--- config.mk ---
export PLATFORM = sky130hd
export DESIGN_NAME = sec_step_counter
export DESIGN_NICKNAME = d
export VERILOG_FILES = /design/src/rtl/sec_step_pkg.sv /design/src/rtl/sec_prescaler.sv /design/src/rtl/sec_count_reg.sv /design/src/rtl/sec_step_counter.sv
export SDC_FILE = /design/constraint.sdc
export NUM_CORES = 1
export LEC_CHECK = 0
export ABC_AREA = 0
export BUFFER_PORTS_ARGS = -buffer_cell sky130_fd_sc_hd__buf_2
export CORE_UTILIZATION = 38
export DETAILED_ROUTE_END_ITERATION = 10
export SYNTH_ARGS = -nofsm -noshare
export SYNTH_HDL_FRONTEND = slang
export SYNTH_HIERARCHICAL = 1
export SYNTH_SLANG_ARGS = --single-unit
--- constraint.sdc ---
create_clock -name clk -period 7.54 [get_ports clk]
set_input_delay 0 -clock clk [delete_from_list [all_inputs] [get_ports clk]]
set_output_delay 0 -clock clk [all_outputs]
set_load 0.05 [all_outputs]
--- src/rtl/sec_step_pkg.sv ---
package sec_step_pkg;
  // Width of a counter that must hold values 0..hz-1 (at least 1 bit).
  function automatic int presc_width(input longint hz);
    if (hz <= 2) return 1;
    return $clog2(hz);
  endfunction
endpackage

--- src/rtl/sec_prescaler.sv ---
module sec_prescaler #(
  parameter longint CLK_HZ = 50_000_000
) (
  input  logic clk,
  input  logic rst,
  input  logic restart,
  output logic tick
);
  import sec_step_pkg::*;
  localparam int PW = presc_width(CLK_HZ);
  localparam logic [PW-1:0] LAST = PW'(CLK_HZ - 1);

  logic [PW-1:0] cyc;

  assign tick = (cyc == LAST);

  always_ff @(posedge clk) begin
    if (rst || restart || tick) cyc <= '0;
    else                        cyc <= cyc + 1'b1;
  end

  logic seen_edge;
  always_ff @(posedge clk) seen_edge <= 1'b1;

  // reset or load restarts the interval
  a_r7_restart: assert property (@(posedge clk) disable iff (!seen_edge)
    (rst || restart) |=> (cyc == '0));

  generate
    if (CLK_HZ > 1) begin : g_multi
      // a step strobe never lasts two cycles
      a_r5_single_tick: assert property (@(posedge clk) disable iff (!seen_edge || rst)
        tick |=> !tick);
    end
  endgenerate
endmodule

--- src/rtl/sec_count_reg.sv ---
module sec_count_reg #(
  parameter int CW = 8
) (
  input  logic          clk,
  input  logic          rst,
  input  logic          load,
  input  logic [CW-1:0] load_val,
  input  logic          step,
  output logic [CW-1:0] q
);
  always_ff @(posedge clk) begin
    if (rst)       q <= '0;
    else if (load) q <= load_val;
    else if (step) q <= q + 1'b1;
  end

  logic seen_edge;
  always_ff @(posedge clk) seen_edge <= 1'b1;

  a_r1_reset_zero: assert property (@(posedge clk) disable iff (!seen_edge)
    rst |=> (q == '0));
  a_r2_load_value: assert property (@(posedge clk) disable iff (!seen_edge)
    (!rst && load) |=> (q == $past(load_val)));
  a_r6_step_wraps: assert property (@(posedge clk) disable iff (!seen_edge)
    (!rst && !load && step) |=> (q == CW'($past(q) + 1'b1)));
  a_r9_hold: assert property (@(posedge clk) disable iff (!seen_edge)
    (!rst && !load && !step) |=> $stable(q));
endmodule

--- src/rtl/sec_step_counter.sv ---
module sec_step_counter #(
  parameter longint CLK_HZ = 50_000_000,
  parameter int     CW     = 8
) (
  input  logic          clk,
  input  logic          rst,
  input  logic          load,
  input  logic [CW-1:0] load_val,
  output logic [CW-1:0] count_q
);
  logic step;

  sec_prescaler #(.CLK_HZ(CLK_HZ)) i_presc (
    .clk     (clk),
    .rst     (rst),
    .restart (load),
    .tick    (step)
  );

  sec_count_reg #(.CW(CW)) i_reg (
    .clk      (clk),
    .rst      (rst),
    .load     (load),
    .load_val (load_val),
    .step     (step),
    .q        (count_q)
  );
endmodule

==> out/results.tsv <==
metric	value	unit
status	finished clean	
row_count	24	
critPathKind	reg -> reg	
required	7.75	ns
vias	1460	
min_to	i_reg/q[7]	
synth_seq_area_share	39.3	%
p_comb_share	8.3	%
die_height	69.5	um
initial_core_util	39.8	%
finalSetupViolCount	0	
ir_drop	0.000114	V
pwr_density_cell	176	nW/um2
fp.dieW	69.5	um
netlist_top_cells_area	dfxtp_1 (39%), xor2_1 (5.1%), nor2_1 (4.8%)	
period_share	41.2	%
drt_iter0_drc	40	
first_pass_iters	4	
core_area	4350	um2
p_switching	88.7	uW
dp_hpwl	2360	um
pin_count	19	
yosys-top-cells-count	dfxtp_1 (34), nor2_1 (22), nand3_1 (13)	
clock-sinks	34	
gp_congestion	0.716	
ys_types	41	
p_leak	0.664	nW
p_seq_share	53.9	%
synth_top_area_cell	dfxtp_1	
port-buffer-count	18	
p_int	258	uW
r2r-start	i_presc/cyc[0]	
cp.arrival	3.32	ns
r2r_end	i_reg/q[7]	
clkSlewWorstSetupHoldPaths	0.07	ns
final_antenna_net_count	0	
synth_flop_cell	dfxtp_1	
startpoint_type	flop	
hp-start	load_val[7]	
avgRoutedWirePerCell	12.9	um
syn_area	1730	um2
rsz0062_at_grt	false	
critPathMaxStageDelay	0.77	ns
syn_area_per_cell	8.89	um2
drc_errors	0	
path_max_fanout	10	
gr-total-overflow	0	
num_antenna_cells	0	
worst_pin_slew	0.993	ns
grt_pass1_vias	1304	
drive_gt1_share	17.4	%
cts_buffers	5	
syn_nets	208	
grt_max_degree	25	
synth.most_common_cell	dfxtp_1	
synthArstFlopShare	0	%
clock_skew	0.00682	ns
grt_pass1_wl	6090	um
area_growth_syn_to_layout	13.3	%
cts_tree	done	
crit_chain	ha_1 -> nand3_1 -> or4_4 -> nor3_1 -> or3b_1 -> or4_1 -> o211ai_1	
dieArea	4830	um2
synth-edff-count	0	
postCtsSetupBuffers	0	
layout.nets	231	
maxCapViolations	0	
htreeDepth	2	
yosys_warnings	6	
relSlewSlack	33.3	%
drv_slew	0	
cts_max_path_buffers	2	
synth_seq_cells	34	
fmax	0.322	GHz
whs	0.0181	ns
holdCritPathClass	in -> reg	
finalPower	346	uW
fin_setup_tns	0	ns
vias_per_cell	5.39	
synthCells	195	
rr_worst_depth	7	
synth_top_area_share	39.3	%
antenna_found_initial	0	
hold_depth	3	
cp-end-kind	flop	
clockPowerShare	37.8	%
r2r_slack	4.44	ns
wl	3500	um
hold_viol	0	
layout_min_cycle_time	3.10	ns
p_sw_share	25.6	%
grt.total_usage	15.7	%
cpMaxStageDelayCell	nor3_1	
clock_latency	0.28	ns
root_buffer	clkbuf_8	
## state kept, by name (all words and copies together), names as in the netlist
signal	flops
i_presc/cyc	26
i_reg/q	8
## area by class of cell
type                            count  area, um2
Clock buffer                        6       72.6
Fill cell                         436       2390
Timing Repair Buffer               23        140
Multi-Input combinational cell    150        976
Sequential cell                    34        681
Inverter                            4       15.0
Tap cell                           52       65.1
Clock inverter                      2       13.8
## timing repair
item,CTS,global route
hold buffers,5,0
endpoints found under the hold margin,5,0
resized for setup,0,0
## power by group through the flow
| stage | sequential (mW) | clock (mW) | combinational, mW |
|---|---|---|---|
| global route | 0.187 | 0.147 | 0.0309 |
| finish | 0.187 | 0.131 | 0.0286 |
| floorplan | 0.200 | 0 | 0.0112 |
| global placement | 0.191 | 0 | 0.0268 |
| CTS | 0.187 | 0.138 | 0.0289 |
| detailed placement | 0.191 | 0 | 0.0269 |
## metal layers
metal / track usage (%) / part of all wire (%)
met5: 0 / 0
met1: 21.8 / 52
met4: 6.80 / 1.3
met3: 4.07 / 3.2
met2: 22.8 / 44
## critical path: cells and delay by family (launching register included)
kind                     cells  cell delay [ns]
adder cells (fa/ha/maj)      1             0.22
AND/OR/NAND/NOR              5             2.31
flip-flops                   1             0.39
AO/OA/AOI/OAI                1             0.10
## cells in the final DEF (no fill, tap or decap), types with 2 or more instances in the layout
cell,n
and3_1,3
xor2_1,10
or4_1,4
or4_4,2
inv_1,4
nor3_1,6
clkbuf_8,5
nand4_1,11
xnor2_1,7
or3b_1,2
or3_1,8
nor2_1,22
o211ai_1,4
nand4_2,2
o21a_1,2
o31ai_1,3
dlygate4sd3_1,5
ha_1,2
dfxtp_1,34
a211oi_1,3
mux2i_1,2
nand2_1,7
nor3b_1,3
nand3_1,13
a21oi_1,11
nor4_1,3
o21ai_0,8
buf_2,18
## kinds of logic after synthesis
logic type | Yosys count | share of synthesized area, %
muxes | 3 | 1.81
xor gates and xnor gates | 17 | 8.59
AOI/OAI and AO/OA | 35 | 13.5
buffers and inverters | 11 | 4.40
adders and majority gates | 2 | 1.44
DFF | 34 | 39.3
and+or+nand+nor | 93 | 31.0
## metrics by stage
stage,instances,util [%],worst slack (ns),instance area (um2)
finish,271,45.1,4.44,1960
global route,271,45.1,4.22,1960
detailed placement,258,42.0,4.44,1830
CTS,271,45.1,4.43,1960
floorplan,195,-,5.07,1730
global placement,258,42.0,4.56,1830
## worst max-delay path by stage
stage,depth (start not counted),startpoint,to
3_5_place_dp,7,i_presc/cyc[0],i_reg/q[7]
4_1_cts,7,i_presc/cyc[0],i_reg/q[7]
5_1_grt,7,i_presc/cyc[0],i_reg/q[7]
3_3_place_gp,7,i_presc/cyc[0],i_reg/q[7]
2_1_floorplan,8,i_presc/cyc[0],i_reg/q[7]
6_report,7,i_presc/cyc[0],i_reg/q[7]
(Power assumes the default switching activity.)
